File: src/rtl/cdf_pkg.sv
package cdf_pkg;

    // Register window word indices
    typedef enum logic [2:0] {
        RA_CTRL = 3'd0,
        RA_STAT = 3'd1,
        RA_THR  = 3'd2,
        RA_RAW  = 3'd3,
        RA_DATA = 3'd4
    } reg_addr_e;

    // Flush sequencer states
    typedef enum logic [1:0] {
        ST_RUN     = 2'd0,
        ST_FLUSH   = 2'd1,
        ST_RELEASE = 2'd2
    } flush_st_e;

    // Raw request bit positions
    localparam int IRQ_RXREQ = 0;
    localparam int IRQ_TXREQ = 1;
    localparam int IRQ_UNDER = 2;
    localparam int IRQ_OVER  = 3;
    localparam int IRQ_W     = 4;

    // Status word layout
    localparam int STAT_EMPTY   = 0;
    localparam int STAT_FULL    = 1;
    localparam int STAT_CNT_LSB = 8;

    // Threshold word layout
    localparam int THR_TX_LSB    = 0;
    localparam int THR_RX_LSB    = 16;
    localparam int THR_BURST_LSB = 28;
    localparam int BURST_W       = 3;

endpackage

File: src/rtl/cdf_store.sv
module cdf_store #(
    parameter int DW    = 32,
    parameter int DEPTH = 16,
    parameter int CW    = $clog2(DEPTH + 1)
) (
    input  logic          clk,
    input  logic          rst_n,
    input  logic          clear,
    input  logic          push,
    input  logic [DW-1:0] push_data,
    input  logic          pop,
    output logic [DW-1:0] head,
    output logic [CW-1:0] count,
    output logic          empty,
    output logic          full
);
    localparam int PW = (DEPTH > 1) ? $clog2(DEPTH) : 1;

    logic [DW-1:0] mem [DEPTH];
    logic [PW-1:0] wr_ptr, rd_ptr;
    logic [CW-1:0] cnt_q;
    logic          push_ok, pop_ok;

    function automatic logic [PW-1:0] bump(input logic [PW-1:0] p);
        return (p == PW'(DEPTH - 1)) ? '0 : p + 1'b1;
    endfunction

    assign empty   = (cnt_q == '0);
    assign full    = (cnt_q == CW'(DEPTH));
    assign push_ok = push && !full;
    assign pop_ok  = pop && !empty;
    assign head    = mem[rd_ptr];
    assign count   = cnt_q;

    always_ff @(posedge clk) begin
        if (push_ok && !clear) begin
            mem[wr_ptr] <= push_data;
        end
    end

    always_ff @(posedge clk) begin
        if (!rst_n || clear) begin
            wr_ptr <= '0;
            rd_ptr <= '0;
            cnt_q  <= '0;
        end else begin
            if (push_ok) wr_ptr <= bump(wr_ptr);
            if (pop_ok)  rd_ptr <= bump(rd_ptr);
            unique case ({push_ok, pop_ok})
                2'b10:   cnt_q <= cnt_q + 1'b1;
                2'b01:   cnt_q <= cnt_q - 1'b1;
                default: cnt_q <= cnt_q;
            endcase
        end
    end


    count_bound_chk: assert property (@(posedge clk) disable iff (!rst_n)
        count <= CW'(DEPTH));

    full_hold_chk: assert property (@(posedge clk) disable iff (!rst_n)
        (push && full && !pop && !clear) |=> $stable(count));

    pushpop_chk: assert property (@(posedge clk) disable iff (!rst_n)
        (push && pop && !empty && !full && !clear) |=> $stable(count));

    clear_chk: assert property (@(posedge clk) disable iff (!rst_n)
        clear |=> empty);

endmodule

File: src/rtl/cdf_flush_fsm.sv
module cdf_flush_fsm
    import cdf_pkg::*;
(
    input  logic clk,
    input  logic rst_n,
    input  logic start,
    output logic clear,
    output logic busy
);
    flush_st_e state_q, state_d;

    always_ff @(posedge clk) begin
        if (!rst_n) state_q <= ST_RUN;
        else        state_q <= state_d;
    end

    always_comb begin
        state_d = state_q;
        unique case (state_q)
            ST_RUN:     if (start) state_d = ST_FLUSH;
            ST_FLUSH:   state_d = ST_RELEASE;
            ST_RELEASE: state_d = ST_RUN;
            default:    state_d = ST_RUN;
        endcase
    end

    always_comb begin
        clear = 1'b0;
        busy  = 1'b1;
        unique case (state_q)
            ST_RUN:     busy  = 1'b0;
            ST_FLUSH:   clear = 1'b1;
            ST_RELEASE: clear = 1'b0;
            default:    busy  = 1'b0;
        endcase
    end


    flush_step_chk: assert property (@(posedge clk) disable iff (!rst_n)
        (state_q == ST_FLUSH) |=> (state_q == ST_RELEASE));

    release_step_chk: assert property (@(posedge clk) disable iff (!rst_n)
        (state_q == ST_RELEASE) |=> (state_q == ST_RUN));

endmodule

File: src/rtl/cdf_irq.sv
module cdf_irq
    import cdf_pkg::*;
#(
    parameter int CW = 5,
    parameter int AW = 4
) (
    input  logic              clk,
    input  logic              rst_n,
    input  logic [CW-1:0]     count,
    input  logic [AW-1:0]     rx_wm,
    input  logic [AW-1:0]     tx_wm,
    input  logic              under_ev,
    input  logic              over_ev,
    input  logic              clr_we,
    input  logic [IRQ_W-1:0]  clr_mask,
    output logic [IRQ_W-1:0]  raw
);
    logic [IRQ_W-1:0] set_vec;

    always_comb begin
        set_vec            = '0;
        set_vec[IRQ_RXREQ] = (count > CW'(rx_wm));
        set_vec[IRQ_TXREQ] = (count <= CW'(tx_wm));
        set_vec[IRQ_UNDER] = under_ev;
        set_vec[IRQ_OVER]  = over_ev;
    end

    for (genvar b = 0; b < IRQ_W; b++) begin : g_bit
        logic q;
        always_ff @(posedge clk) begin
            if (!rst_n) q <= 1'b0;
            else        q <= (q && !(clr_we && clr_mask[b])) || set_vec[b];
        end
        assign raw[b] = q;
    end


    rx_req_chk: assert property (@(posedge clk) disable iff (!rst_n)
        (count > CW'(rx_wm)) |=> raw[IRQ_RXREQ]);

    tx_req_chk: assert property (@(posedge clk) disable iff (!rst_n)
        (count <= CW'(tx_wm)) |=> raw[IRQ_TXREQ]);

    w1c_under_chk: assert property (@(posedge clk) disable iff (!rst_n)
        (clr_we && clr_mask[IRQ_UNDER] && !under_ev) |=> !raw[IRQ_UNDER]);

endmodule

File: src/rtl/card_data_fifo.sv
module card_data_fifo
    import cdf_pkg::*;
#(
    parameter int DEPTH = 16
) (
    input  logic        clk,
    input  logic        rst_n,
    input  logic        reg_wr,
    input  logic        reg_rd,
    input  logic [2:0]  reg_addr,
    input  logic [31:0] reg_wdata,
    output logic [31:0] reg_rdata,
    input  logic        card_push,
    input  logic [31:0] card_push_data,
    input  logic        card_pop,
    output logic [31:0] card_pop_data,
    output logic        card_full,
    output logic        card_empty
);
    localparam int AW = (DEPTH > 1) ? $clog2(DEPTH) : 1;
    localparam int CW = $clog2(DEPTH + 1);

    logic [AW-1:0]      rx_wm_q, tx_wm_q;
    logic [BURST_W-1:0] burst_q;
    logic [31:0]        last_rd_q, head;
    logic [CW-1:0]      count;
    logic               empty, full, busy, clear;
    logic               sw_data_wr, sw_data_rd, push_req, pop_req;
    logic [31:0]        push_word;
    logic [IRQ_W-1:0]   raw;

    assign sw_data_wr = reg_wr && (reg_addr == RA_DATA);
    assign sw_data_rd = reg_rd && (reg_addr == RA_DATA);
    assign push_req   = !busy && (sw_data_wr || card_push);
    assign pop_req    = !busy && (sw_data_rd || card_pop);
    assign push_word  = sw_data_wr ? reg_wdata : card_push_data;

    cdf_flush_fsm u_flush (
        .clk   (clk),
        .rst_n (rst_n),
        .start (reg_wr && (reg_addr == RA_CTRL) && reg_wdata[0]),
        .clear (clear),
        .busy  (busy)
    );

    cdf_store #(.DW(32), .DEPTH(DEPTH), .CW(CW)) u_store (
        .clk       (clk),
        .rst_n     (rst_n),
        .clear     (clear),
        .push      (push_req),
        .push_data (push_word),
        .pop       (pop_req),
        .head      (head),
        .count     (count),
        .empty     (empty),
        .full      (full)
    );

    cdf_irq #(.CW(CW), .AW(AW)) u_irq (
        .clk      (clk),
        .rst_n    (rst_n),
        .count    (count),
        .rx_wm    (rx_wm_q),
        .tx_wm    (tx_wm_q),
        .under_ev (pop_req && empty),
        .over_ev  (push_req && full),
        .clr_we   (reg_wr && (reg_addr == RA_RAW)),
        .clr_mask (reg_wdata[IRQ_W-1:0]),
        .raw      (raw)
    );

    always_ff @(posedge clk) begin
        if (!rst_n) begin
            rx_wm_q <= AW'(DEPTH - 1);
            tx_wm_q <= '0;
            burst_q <= '0;
        end else if (reg_wr && (reg_addr == RA_THR)) begin
            rx_wm_q <= reg_wdata[THR_RX_LSB +: AW];
            tx_wm_q <= reg_wdata[THR_TX_LSB +: AW];
            burst_q <= reg_wdata[THR_BURST_LSB +: BURST_W];
        end
    end

    always_ff @(posedge clk) begin
        if (!rst_n)                             last_rd_q <= '0;
        else if (sw_data_rd && !busy && !empty) last_rd_q <= head;
    end

    always_comb begin
        reg_rdata = '0;
        case (reg_addr_e'(reg_addr))
            RA_CTRL: reg_rdata[0] = busy;
            RA_STAT: begin
                reg_rdata[STAT_EMPTY]             = empty;
                reg_rdata[STAT_FULL]              = full;
                reg_rdata[STAT_CNT_LSB +: CW]     = count;
            end
            RA_THR: begin
                reg_rdata[THR_TX_LSB +: AW]       = tx_wm_q;
                reg_rdata[THR_RX_LSB +: AW]       = rx_wm_q;
                reg_rdata[THR_BURST_LSB +: BURST_W] = burst_q;
            end
            RA_RAW:  reg_rdata[IRQ_W-1:0] = raw;
            RA_DATA: reg_rdata = empty ? last_rd_q : head;
            default: reg_rdata = '0;
        endcase
    end

    assign card_pop_data = head;
    assign card_full     = full;
    assign card_empty    = empty;


    underflow_flag_chk: assert property (@(posedge clk) disable iff (!rst_n)
        (sw_data_rd && empty && !busy) |=> raw[IRQ_UNDER]);

    overflow_flag_chk: assert property (@(posedge clk) disable iff (!rst_n)
        (sw_data_wr && full && !busy) |=> raw[IRQ_OVER]);

    push_prio_chk: assert property (@(posedge clk) disable iff (!rst_n)
        (sw_data_wr && card_push && !busy && !full && !pop_req)
        |=> (count == $past(count) + 1'b1));

endmodule

File: config.mk
export PLATFORM = sky130hd
export DESIGN_NAME = card_data_fifo
export DESIGN_NICKNAME = d
export VERILOG_FILES = /design/src/rtl/cdf_pkg.sv /design/src/rtl/cdf_store.sv /design/src/rtl/cdf_flush_fsm.sv /design/src/rtl/cdf_irq.sv /design/src/rtl/card_data_fifo.sv
export SDC_FILE = /design/constraint.sdc
export NUM_CORES = 1
export LEC_CHECK = 0
export ABC_AREA = 1
export BUFFER_PORTS_ARGS = -buffer_cell sky130_fd_sc_hd__buf_2
export CAP_MARGIN = 20
export CORE_MARGIN = 4
export CORE_UTILIZATION = 61
export DETAILED_ROUTE_END_ITERATION = 8
export MAX_ROUTING_LAYER = met4
export PLACE_DENSITY = 0.8
export SLEW_MARGIN = 20
export SYNTH_ARGS = -nofsm -noshare
export SYNTH_HDL_FRONTEND = slang
export SYNTH_SLANG_ARGS = --single-unit
export TNS_END_PERCENT = 5
File: constraint.sdc
create_clock -name clk -period 4.65 [get_ports clk]
set_input_delay 0.2325 -clock clk [delete_from_list [all_inputs] [get_ports clk]]
set_output_delay 0.2325 -clock clk [all_outputs]
set_load 0.005 [all_outputs]
# Yosys cells after proc, flatten, opt, wreduce, memory -nomap -nowiden
# Memories as Yosys holds them, arrays and structs flattened. A register that Yosys moved wholly into a read port is not among the register bits.
# Cells that the tools add are included.
[word_totals]
mem_count = 1
elab_cells = 98
output_inout_bits = 66
regBits = 62
in_bits = 73
ram_bits = 512
[classes]
order_cmp = 2
eq_ne = 12
add_sub_neg = 4
mux = 23
n_reduce_logical = 44
[mem_list]
columns = ["name", "words", "word_bits", "read_ports", "rd_clocked_by_memory_dff", "wr", "line_no", "text"]
rows = [
  ["u_store.mem", 16, 32, 1, 1, 1, "cdf_store.sv:19", "logic [DW-1:0] mem [DEPTH];"],
]
[op_table]
columns = ["cell", "count"]
rows = [
  ["$mux 32", 2],
  ["$logic_and 1x1->1", 23],
  ["$mux 4", 5],
  ["$pmux 5 s2", 2],
  ["$logic_not 1->1", 9],
  ["$add 4x1->4 const B", 2],
  ["$eq 4x4->1 const B", 2],
  ["$mux 8", 1],
  ["$pmux 4 s2", 1],
  ["$logic_or 1x1->1", 7],
  ["$eq 3x2->1 const B", 2],
  ["$pmux 2 s3", 1],
  ["$pmux 3 s2", 1],
  ["$add 5x1->5 const B", 1],
  ["$eq 5x5->1 const B", 1],
  ["$gt 5x4->1", 1],
  ["$le 5x4->1", 1],
  ["$logic_not 5->1", 1],
  ["$mux 1", 5],
  ["$pmux 1 s5", 1],
  ["$sub 5x1->5 const B", 1],
  ["$eq 2x1->1 const B", 2],
  ["$eq 2x2->1 const B", 2],
  ["$pmux 1 s4", 1],
  ["10 further kinds", 10],
]

# Longest topological paths before layout
# Gate-level depths: netlist of run 1.
[depth]
word_depth = 9
mapped_depth = 17
ltp_nobuf = 17

# Hierarchy
# From an unflattened synthesis of run 1, not the netlist that was laid out.
[unflattened]
cells_unflattened = 2644
area_unflattened_um2 = 25597.0
[by_module_without_submodules]
columns = ["module", "seq_area_each_um2", "area_each_um2", "instances", "cells_each"]
rows = [
  ["cdf_store", 15715.1, 22196.3, 1, 2049],
  ["card_data_fifo", 860.8, 2867.8, 1, 516],
  ["cdf_irq", 80.1, 401.6, 1, 61],
  ["cdf_flush_fsm", 40.0, 131.4, 1, 18],
]

# Least setup slack after synthesis of run 1
# Ideal clock, no wire load.
[synth_timing]
path_kind = "register -> register"
from = "register u_flush.state_q[0]"
to = "memory u_store.mem[3][0] (enable)"
arrival_time_ns = 3.369
stages_incl_launch_ff = 8
slack_ns = 0.820
required_ns = 4.189
period_less_slack_ns = 3.830
setup_time_ns = 0.461
n_path_buf = 0
path_cell_list = "dfxtp_1 inv_1 ha_1 inv_1 nand3_4 nor2_4 inv_2 nor3_1"
[synth_via]
elab_chain_len = 9
elab_cells_between_ends = 12
classes_between = "eq/ne (2); mux (4); reduce/logical (6)"
[synth_rtl]
columns = ["element", "line_no", "text"]
rows = [
  ["from (decl)", "cdf_flush_fsm.sv:10", "flush_st_e state_q, state_d;"],
  ["from (signal assigned)", "cdf_flush_fsm.sv:14", "else state_q <= state_d;"],
  ["$eq 2x1->1 / $eq 2x2->1 (equally long branches)", "cdf_flush_fsm.sv:30", "unique case (state_q)"],
  ["$reduce_or 2->1 (no source line)", "-", ""],
  ["$mux 1", "cdf_flush_fsm.sv:30", ""],
  ["$logic_not 1->1", "card_data_fifo.sv:34", "assign push_req = !busy && (sw_data_wr || card_push);"],
  ["$logic_and 1x1->1", "card_data_fifo.sv:34", ""],
  ["$logic_and 1x1->1", "cdf_store.sv:30", "assign push_ok = push && !full;"],
  ["$logic_and 1x1->1 (*)", "cdf_store.sv:36", "if (push_ok && !clear) begin"],
  ["$mux 1 (*)", "cdf_store.sv:36", ""],
  ["$mux 1 (not written as such) (*)", "cdf_store.sv:37", "mem[wr_ptr] <= push_data;"],
  ["to (decl)", "cdf_store.sv:19", ""],
]
# Every way passes the cells marked *; elsewhere a longest branch is shown, timed or not.

==> impl_metrics.xml, run 1 <==
<?xml version="1.0" encoding="UTF-8"?>
<metrics>
  <group name="status">
    <metric name="status" unit="">complete, no violations</metric>
  </group>
  <group name="sta">
    <metric name="final-setup-viol-count" unit="">0</metric>
    <metric name="layout_setup_ws" unit="ns">0.9006</metric>
    <metric name="fin_crit_sh" unit="%">80.63</metric>
    <metric name="fin_crit" unit="ns">3.749</metric>
    <metric name="worst-slew-pin-transition" unit="ns">1.142</metric>
    <metric name="final-hold-violation-count" unit="">0</metric>
    <metric name="fmax" unit="GHz">0.2667</metric>
    <metric name="finalMaxSlewViolations" unit="">0</metric>
    <metric name="worst_slew_margin_rel" unit="%">23.44</metric>
    <metric name="fin_skew" unit="ns">0.02164</metric>
    <metric name="rsz_0062_raised_after_global_routing" unit="">false</metric>
    <metric name="setup-tns-final" unit="ns">0</metric>
  </group>
  <group name="floorplan">
    <metric name="die-area" unit="µm²">44330</metric>
    <metric name="core_area" unit="µm²">40100</metric>
    <metric name="initial_core_util" unit="%">62.41</metric>
    <metric name="die-width" unit="µm">210.5</metric>
    <metric name="core.rowCount" unit="">73</metric>
    <metric name="chipHeight" unit="µm">210.5</metric>
    <metric name="ios" unit="">139</metric>
  </group>
  <group name="synthesis">
    <metric name="synth-edff-count" unit="">512</metric>
    <metric name="post_synth_most_frequent_cells" unit="">sky130_fd_sc_hd__edfxtp_1, sky130_fd_sc_hd__nor2_1, sky130_fd_sc_hd__nand2_1</metric>
    <metric name="syn_area_per_cell" unit="µm²">10.92</metric>
    <metric name="synth_top_area_share" unit="%">61.44</metric>
    <metric name="synth.cell_area" unit="µm²">25020</metric>
    <metric name="synth_mux_area_share" unit="%">1.305</metric>
    <metric name="synth_simple_gate_area_share" unit="%">16.75</metric>
    <metric name="synth_compound_area_share" unit="%">8.255</metric>
    <metric name="synth.distinct_cells" unit="">35</metric>
    <metric name="dominant_combinational_cell_family_by_area_after_synthesis" unit="">simple AND/OR/NAND/NOR gates</metric>
    <metric name="synth_area_leaders" unit="">sky130_fd_sc_hd__edfxtp_1, sky130_fd_sc_hd__nor2_1, sky130_fd_sc_hd__dfxtp_1</metric>
    <metric name="synth-async-reset-ratio" unit="%">0</metric>
    <metric name="synth.most_common_cell" unit="">sky130_fd_sc_hd__edfxtp_1</metric>
    <metric name="synth.largest_area_cell" unit="">sky130_fd_sc_hd__edfxtp_1</metric>
    <metric name="synth_fa_ha_area_share" unit="%">1.000</metric>
    <metric name="yosys_most_used_dff" unit="">sky130_fd_sc_hd__edfxtp_1</metric>
    <metric name="fraction_of_the_yosys_area_taken_by_sequential_cells" unit="%">66.72</metric>
    <metric name="synth_cells" unit="">2291</metric>
    <metric name="ys.warnings.count" unit="">0</metric>
    <metric name="synthXorXnorAreaFrac" unit="%">0.2100</metric>
    <metric name="synth-seq-cells" unit="">578</metric>
    <metric name="post_synthesis_net_count" unit="">2384</metric>
  </group>
  <group name="cells_and_area">
    <metric name="final.fill_count" unit="">2722</metric>
    <metric name="finish.net_count" unit="">2514</metric>
    <metric name="final_layout_size_suffix_gt1_share" unit="%">14.59</metric>
    <metric name="final_cell_count_no_fill" unit="">2992</metric>
    <metric name="area_delta_synth_final" unit="%">12.40</metric>
    <metric name="design_area" unit="µm²">28120</metric>
    <metric name="antenna_cells" unit="">0</metric>
  </group>
  <group name="clock_tree">
    <metric name="clock_tree_from_tritoncts" unit="">done</metric>
    <metric name="cts_post_setup_buffers_inserted" unit="">0</metric>
    <metric name="cts_root_buffer" unit="">sky130_fd_sc_hd__clkbuf_16</metric>
    <metric name="clock_insertion_delay_worst_skew" unit="ns">0.62</metric>
    <metric name="clkSlewWorstSetupHoldPaths" unit="ns">0.06</metric>
    <metric name="htree_num_levels" unit="">2</metric>
    <metric name="cts_made_buffers" unit="">55</metric>
    <metric name="clockBufferDepth" unit="">3</metric>
    <metric name="cts_sinks" unit="">578</metric>
  </group>
  <group name="job">
    <metric name="max_cap_viol_count" unit="">0</metric>
  </group>
  <group name="worst_setup_path">
    <metric name="crit-reg2reg-capture" unit="">u_store.count[4]</metric>
    <metric name="critical_path_required" unit="ns">4.42</metric>
    <metric name="worstReg2RegStart" unit="">u_store.count[0]</metric>
    <metric name="kind_of_critical_path" unit="">reg -&gt; out</metric>
    <metric name="worst_setup_path_end_kind" unit="">primary output</metric>
    <metric name="ff2ff_setup_slack" unit="ns">1.23</metric>
    <metric name="r2r.worst_path.cells" unit="">15</metric>
    <metric name="category_of_the_worst_setup_path_launch_point" unit="">flip-flop</metric>
    <metric name="cp.arrival" unit="ns">3.52</metric>
    <metric name="path_max_fanout" unit="">81</metric>
  </group>
  <group name="global_routing">
    <metric name="first_global_vias" unit="">17526</metric>
    <metric name="grt_pass1_wl" unit="mm">100.3</metric>
    <metric name="all_layer_global_routing_usage" unit="%">30.30</metric>
    <metric name="number_of_antenna_violations_at_the_first_check_in_global_routing" unit="">0</metric>
    <metric name="gr-total-overflow" unit="">0</metric>
    <metric name="grt_max_degree" unit="">134</metric>
  </group>
  <group name="route">
    <metric name="drt-total-wl" unit="mm">66.87</metric>
    <metric name="routed-via-count" unit="">18131</metric>
    <metric name="wl_per_cell" unit="µm">22.35</metric>
    <metric name="antenna_left" unit="">0</metric>
    <metric name="route.detailed.vias_per_inst" unit="">6.060</metric>
    <metric name="remaining_drc_errors" unit="">0</metric>
    <metric name="firstDrtPassIters" unit="">8</metric>
    <metric name="initialDrtViolationCount" unit="">2492</metric>
  </group>
  <group name="placed_design">
    <metric name="detailed_place_hpwl" unit="mm">36.78</metric>
    <metric name="dpl.cell_count" unit="">2869</metric>
    <metric name="pre_cts_slack" unit="ns">1.334</metric>
    <metric name="finalWeightedCongestion" unit="">0.9110</metric>
    <metric name="port_buffers" unit="">138</metric>
    <metric name="dpl-instance-area" unit="µm²">26150</metric>
  </group>
  <group name="power">
    <metric name="power-per-cell-area" unit="nW/µm²">527.6</metric>
    <metric name="worst_ir_drop_vdd" unit="V">0.0003439</metric>
    <metric name="total_leakage_power" unit="µW">0.01055</metric>
  </group>
  <group name="min_path">
    <metric name="worst_hold_path_type" unit="">in -&gt; reg</metric>
    <metric name="worst_hold_path.num_cells" unit="">4</metric>
    <metric name="whs_endpoint" unit="">u_flush.state_q[1]</metric>
    <metric name="timing.hold.worst.start" unit="">reg_wr</metric>
  </group>
</metrics>
cell usage in the layout, fill, tap and decap left out, drive strengths merged:
cell	Yosys	final
edfxtp	512	512
nor2	391	391
nand2	297	297
nand3	260	260
o21ai	219	219
inv	190	192
buf	88	181
a21oi	93	93
clkbuf	40	84
dfxtp	66	66
o211ai	60	60
mux2	29	29
ha	20	20
dlygate4sd3	0	20
clkinv	2	16
xor2	5	5
nor3	5	5
nand4	4	4
a22oi	3	3
bufinv	0	3
o21bai	2	2
nand3b	2	2
a221oi	1	1
a21boi	1	1
xnor2	1	1
logic make-up after synthesis:
group,Yosys count
AOI/OAI and AO/OA,379
xor gates and xnor gates,6
adders and majority gates,20
buffers and inverters,320
DFF,578
muxes,29
and+or+nand+nor,959
final cells by class:
type                    instances  area, µm²  share of cell area [%]
repair buffers                201       1264                   4.493
well taps                     525      656.9                   2.336
inverters                     192      726.9                   2.585
clock inverters                19      209.0                  0.7429
flip-flops and latches        578      16700                   59.39
multi-input cells            1393       6999                   24.89
clock buffers                  84       1565                   5.565
timing repair:
item	in CTS	in global routing
hold buffers	20	0
endpoints found under the hold margin	12	0
resized for setup	0	0
flip-flops by register name, summed over array words and instances, names as in the netlist, named ones only:
| name | count |
|---|---|
| u_store.rd_ptr | 4 |
| last_rd_q | 32 |
| tx_wm_q | 4 |
| u_flush.state_q | 2 |
| u_store.mem | 512 |
| u_irq.g_bit.q | 4 |
| u_store.wr_ptr | 4 |
| rx_wm_q | 4 |
| u_store.count | 5 |
| burst_q | 3 |
power by group:
| group | leakage [µW] | switching [µW] | internal, µW | total (µW) |
|---|---|---|---|---|
| sequential | 0.00515 | 113 | 5970 | 6090 |
| clock | 0.000866 | 1900 | 2500 | 4400 |
| combinational | 0.00453 | 3040 | 1310 | 4360 |
layer usage:
metal	GRT usage [%]	share of wire, %
met5	-	0
met4	13.30	4.4
met3	4.048	10
met2	48.45	48
met1	39.42	37
stage by stage:
| stage | util (%) | hold WS, ns | total power [µW] |
|---|---|---|---|
| after floorplan | - | 0.3588 | 9137 |
| after global placement | 65.22 | 0.4647 | 10270 |
| after detailed placement | 65.22 | 0.4796 | 10440 |
| after CTS | 70.14 | 0.03427 | 14800 |
| after global routing | 70.14 | 0.06994 | 15510 |
| final | 70.14 | 0.04794 | 14840 |
worst max-delay path by stage:
stage                                  start           endpoint  slack, ns
after CTS                          flip-flop       reg_rdata[7]       0.96
after global routing               flip-flop       reg_rdata[7]       0.71
final                              flip-flop      reg_rdata[20]       0.90
after global placement      u_store.count[0]   u_store.count[4]       1.47
after detailed placement    u_store.count[0]   u_store.count[4]       1.33
after floorplan           u_flush.state_q[0]  u_store.mem[3][0]       0.82
worst max-delay path, cell delays in order (launching register included):
cell	delay, ns
sky130_fd_sc_hd__dfxtp_4	0.38
sky130_fd_sc_hd__buf_4	0.58
sky130_fd_sc_hd__buf_4	0.78
sky130_fd_sc_hd__nor2_1	0.15
sky130_fd_sc_hd__nor2_1	0.13
sky130_fd_sc_hd__o21ai_0	0.12
sky130_fd_sc_hd__nand3_1	0.16
sky130_fd_sc_hd__nand3_2	0.12
sky130_fd_sc_hd__nand3_1	0.11
sky130_fd_sc_hd__nand2_1	0.10
sky130_fd_sc_hd__inv_1	0.06
sky130_fd_sc_hd__buf_2	0.11
Note: power is estimated with default switching activity, not from simulation.
==> inputs of run 2 (changes only) <==
Clock period 4.65 ns to 3.6 ns, I/O delays scaled along.
==> run 2 against run 1 <==
Against the previous run: core utilization increased by 0.87 points; worst setup slack got worse by 0.66 ns; non-clock buffer count increased by 12; critical path depth unchanged; critical endpoint is now reg_rdata[0]; largest cell class unchanged.
==> impl_metrics.xml, run 2 (same netlist as run 1, synthesis figures left out) <==
<?xml version="1.0" encoding="UTF-8"?>
<metrics>
  <group name="global_routing">
    <metric name="gr-total-overflow" unit="">0</metric>
    <metric name="number_of_antenna_violations_at_the_first_check_in_global_routing" unit="">1</metric>
    <metric name="first_global_vias" unit="">18076</metric>
    <metric name="all_layer_global_routing_usage" unit="%">30.79</metric>
    <metric name="grt_max_degree" unit="">119</metric>
    <metric name="grt_pass1_wl" unit="mm">101.9</metric>
  </group>
  <group name="sta">
    <metric name="finalMaxSlewViolations" unit="">0</metric>
    <metric name="rsz_0062_raised_after_global_routing" unit="">false</metric>
    <metric name="layout_setup_ws" unit="ns">0.2410</metric>
    <metric name="fin_skew" unit="ns">0.02497</metric>
    <metric name="hold-worst-slack" unit="ns">0.04449</metric>
    <metric name="final-hold-violation-count" unit="">0</metric>
    <metric name="worst_slew_margin_rel" unit="%">26.28</metric>
    <metric name="fin_crit_sh" unit="%">93.31</metric>
    <metric name="final-setup-viol-count" unit="">0</metric>
    <metric name="fmax" unit="GHz">0.2977</metric>
    <metric name="worst-slew-pin-transition" unit="ns">1.106</metric>
    <metric name="fin_crit" unit="ns">3.359</metric>
  </group>
  <group name="clock_tree">
    <metric name="clock_tree_from_tritoncts" unit="">done</metric>
    <metric name="clock_insertion_delay_worst_skew" unit="ns">0.62</metric>
    <metric name="htree_num_levels" unit="">2</metric>
    <metric name="cts_root_buffer" unit="">sky130_fd_sc_hd__clkbuf_16</metric>
    <metric name="clockBufferDepth" unit="">3</metric>
    <metric name="clkSlewWorstSetupHoldPaths" unit="ns">0.06</metric>
    <metric name="cts_made_buffers" unit="">56</metric>
    <metric name="cts_sinks" unit="">578</metric>
  </group>
  <group name="route">
    <metric name="antenna_left" unit="">0</metric>
    <metric name="routed-via-count" unit="">18375</metric>
    <metric name="drt-total-wl" unit="mm">67.25</metric>
    <metric name="wl_per_cell" unit="µm">22.38</metric>
    <metric name="remaining_drc_errors" unit="">0</metric>
    <metric name="firstDrtPassIters" unit="">6</metric>
    <metric name="initialDrtViolationCount" unit="">2369</metric>
    <metric name="route.detailed.vias_per_inst" unit="">6.115</metric>
  </group>
  <group name="placed_design">
    <metric name="dpl.cell_count" unit="">2877</metric>
    <metric name="detailed_place_hpwl" unit="mm">37.06</metric>
    <metric name="finalWeightedCongestion" unit="">0.9155</metric>
    <metric name="port_buffers" unit="">138</metric>
    <metric name="pre_cts_slack" unit="ns">0.7994</metric>
  </group>
  <group name="floorplan">
    <metric name="chipHeight" unit="µm">210.5</metric>
    <metric name="die-area" unit="µm²">44330</metric>
    <metric name="ios" unit="">139</metric>
    <metric name="core.rowCount" unit="">73</metric>
    <metric name="initial_core_util" unit="%">62.41</metric>
    <metric name="die-width" unit="µm">210.5</metric>
    <metric name="core_area" unit="µm²">40100</metric>
  </group>
  <group name="cells_and_area">
    <metric name="biggestRegsByFlops" unit="">u_store.mem x512, last_rd_q x32, u_store.count x5</metric>
    <metric name="largest_register" unit="">u_store.mem</metric>
    <metric name="layout.cells.most_common" unit="">sky130_fd_sc_hd__edfxtp_1</metric>
    <metric name="final.fill_count" unit="">2669</metric>
    <metric name="finish.net_count" unit="">2527</metric>
    <metric name="final_cell_count_no_fill" unit="">3005</metric>
    <metric name="final_layout_size_suffix_gt1_share" unit="%">15.21</metric>
    <metric name="largest_register_ff_count" unit="">512</metric>
    <metric name="seqCellArea" unit="µm²">16700</metric>
    <metric name="area_delta_synth_final" unit="%">13.79</metric>
    <metric name="layout.cells.most_common_list" unit="">sky130_fd_sc_hd__edfxtp_1, sky130_fd_sc_hd__nor2_1, sky130_fd_sc_hd__nand2_1, sky130_fd_sc_hd__nand3_1, sky130_fd_sc_hd__inv_1</metric>
    <metric name="multi_input_comb_area" unit="µm²">6999</metric>
  </group>
  <group name="status">
    <metric name="status" unit="">complete, no violations</metric>
  </group>
  <group name="worst_setup_path">
    <metric name="critical_path_required" unit="ns">3.42</metric>
    <metric name="category_of_the_worst_setup_path_launch_point" unit="">flip-flop</metric>
    <metric name="kind_of_critical_path" unit="">reg -&gt; out</metric>
    <metric name="timing.critical_path.slowest_cell_delay" unit="ns">0.58</metric>
    <metric name="worst_setup_path_end_kind" unit="">primary output</metric>
    <metric name="cp.arrival" unit="ns">3.18</metric>
    <metric name="ff2ff_setup_slack" unit="ns">0.88</metric>
    <metric name="worstReg2RegStart" unit="">u_flush.state_q[0]</metric>
    <metric name="critical_path_cell_by_cell" unit="">inv_4 &gt; buf_12 &gt; nand2_1 &gt; nand2_1 &gt; nand2_1 &gt; nand3_1 &gt; nand3_1 &gt; nand3_1 &gt; nand2_1 &gt; nand2_1 &gt; buf_2</metric>
    <metric name="critical-path-slowest-cell" unit="">sky130_fd_sc_hd__inv_4</metric>
    <metric name="r2r.worst_path.cells" unit="">16</metric>
    <metric name="crit-reg2reg-capture" unit="">u_store.count[4]</metric>
    <metric name="path_max_fanout" unit="">62</metric>
    <metric name="cp_common_cell" unit="">sky130_fd_sc_hd__nand2_1</metric>
  </group>
  <group name="min_path">
    <metric name="whs_endpoint" unit="">u_irq.g_bit[3].q</metric>
    <metric name="worst_hold_path_type" unit="">in -&gt; reg</metric>
    <metric name="worst_hold_path.num_cells" unit="">5</metric>
    <metric name="timing.hold.worst.start" unit="">card_push</metric>
  </group>
  <group name="power">
    <metric name="power.total" unit="µW">19800</metric>
    <metric name="total_leakage_power" unit="µW">0.01070</metric>
    <metric name="worst_ir_drop_vdd" unit="V">0.0004232</metric>
    <metric name="power-per-cell-area" unit="nW/µm²">695.5</metric>
  </group>
  <group name="job">
    <metric name="max_cap_viol_count" unit="">0</metric>
  </group>
</metrics>
## run 2: final cells by class
class	count	share of cell area (%)
tap	525	2.307
timing repair buffer	213	5.098
multi-input combinational	1393	24.58
clock inverter	27	1.318
inverter	192	2.549
sequential	578	58.67
antenna	1	0.008789
clock buffer	76	5.471
## run 2: critical path, delay by kind of cell, from the launching register on
| family | cells | cell delay (ns) |
|---|---|---|
| buffers and inverters | 3 | 1.04 |
| flip-flops | 1 | 0.50 |
| AND/OR/NAND/NOR | 8 | 1.01 |
## run 2: through the flow
| stage | setup TNS, ns | cell area, µm² | utilization (%) |
|---|---|---|---|
| detailed placement | 0 | 26300 | 65.58 |
| CTS | 0 | 28470 | 71.00 |
| floorplan | -22.07 | 25020 | - |
| finish | 0 | 28470 | 71.01 |
| global placement | 0 | 26300 | 65.58 |
| global route | 0 | 28470 | 71.01 |
## run 2: worst max-delay path by stage
stage,start,endpoint,slack (ns)
floorplan,u_flush.state_q[0],u_store.mem[3][0],-0.23
global route,flip-flop,reg_rdata[0],0.07
detailed placement,reg_addr[0],u_store.mem[10][21],0.80
global placement,reg_addr[0],u_store.mem[10][14],0.89
finish,flip-flop,reg_rdata[0],0.24
CTS,flip-flop,reg_rdata[0],0.22
## run 2: timing repair
item | in CTS | in global routing
hold buffers | 24 | 0
hold endpoints to repair | 16 | 0
buffers inserted | 0 | 0
gates resized for setup | 0 | 0
## run 2: power breakdown
part | switching [µW] | leakage (µW) | internal, µW
combinational | 3940 | 0.00460 | 1770
clock | 2500 | 0.000943 | 3670
sequential | 201 | 0.00515 | 7710
## run 2: routing by layer
layer,GRT usage [%],vias up,routed length (µm)
li1,-,8206,-
met1,38.98,8663,24420
met2,47.95,1240,31570
met3,6.057,266,7557
met4,15.56,0,3711
met5,-,-,0
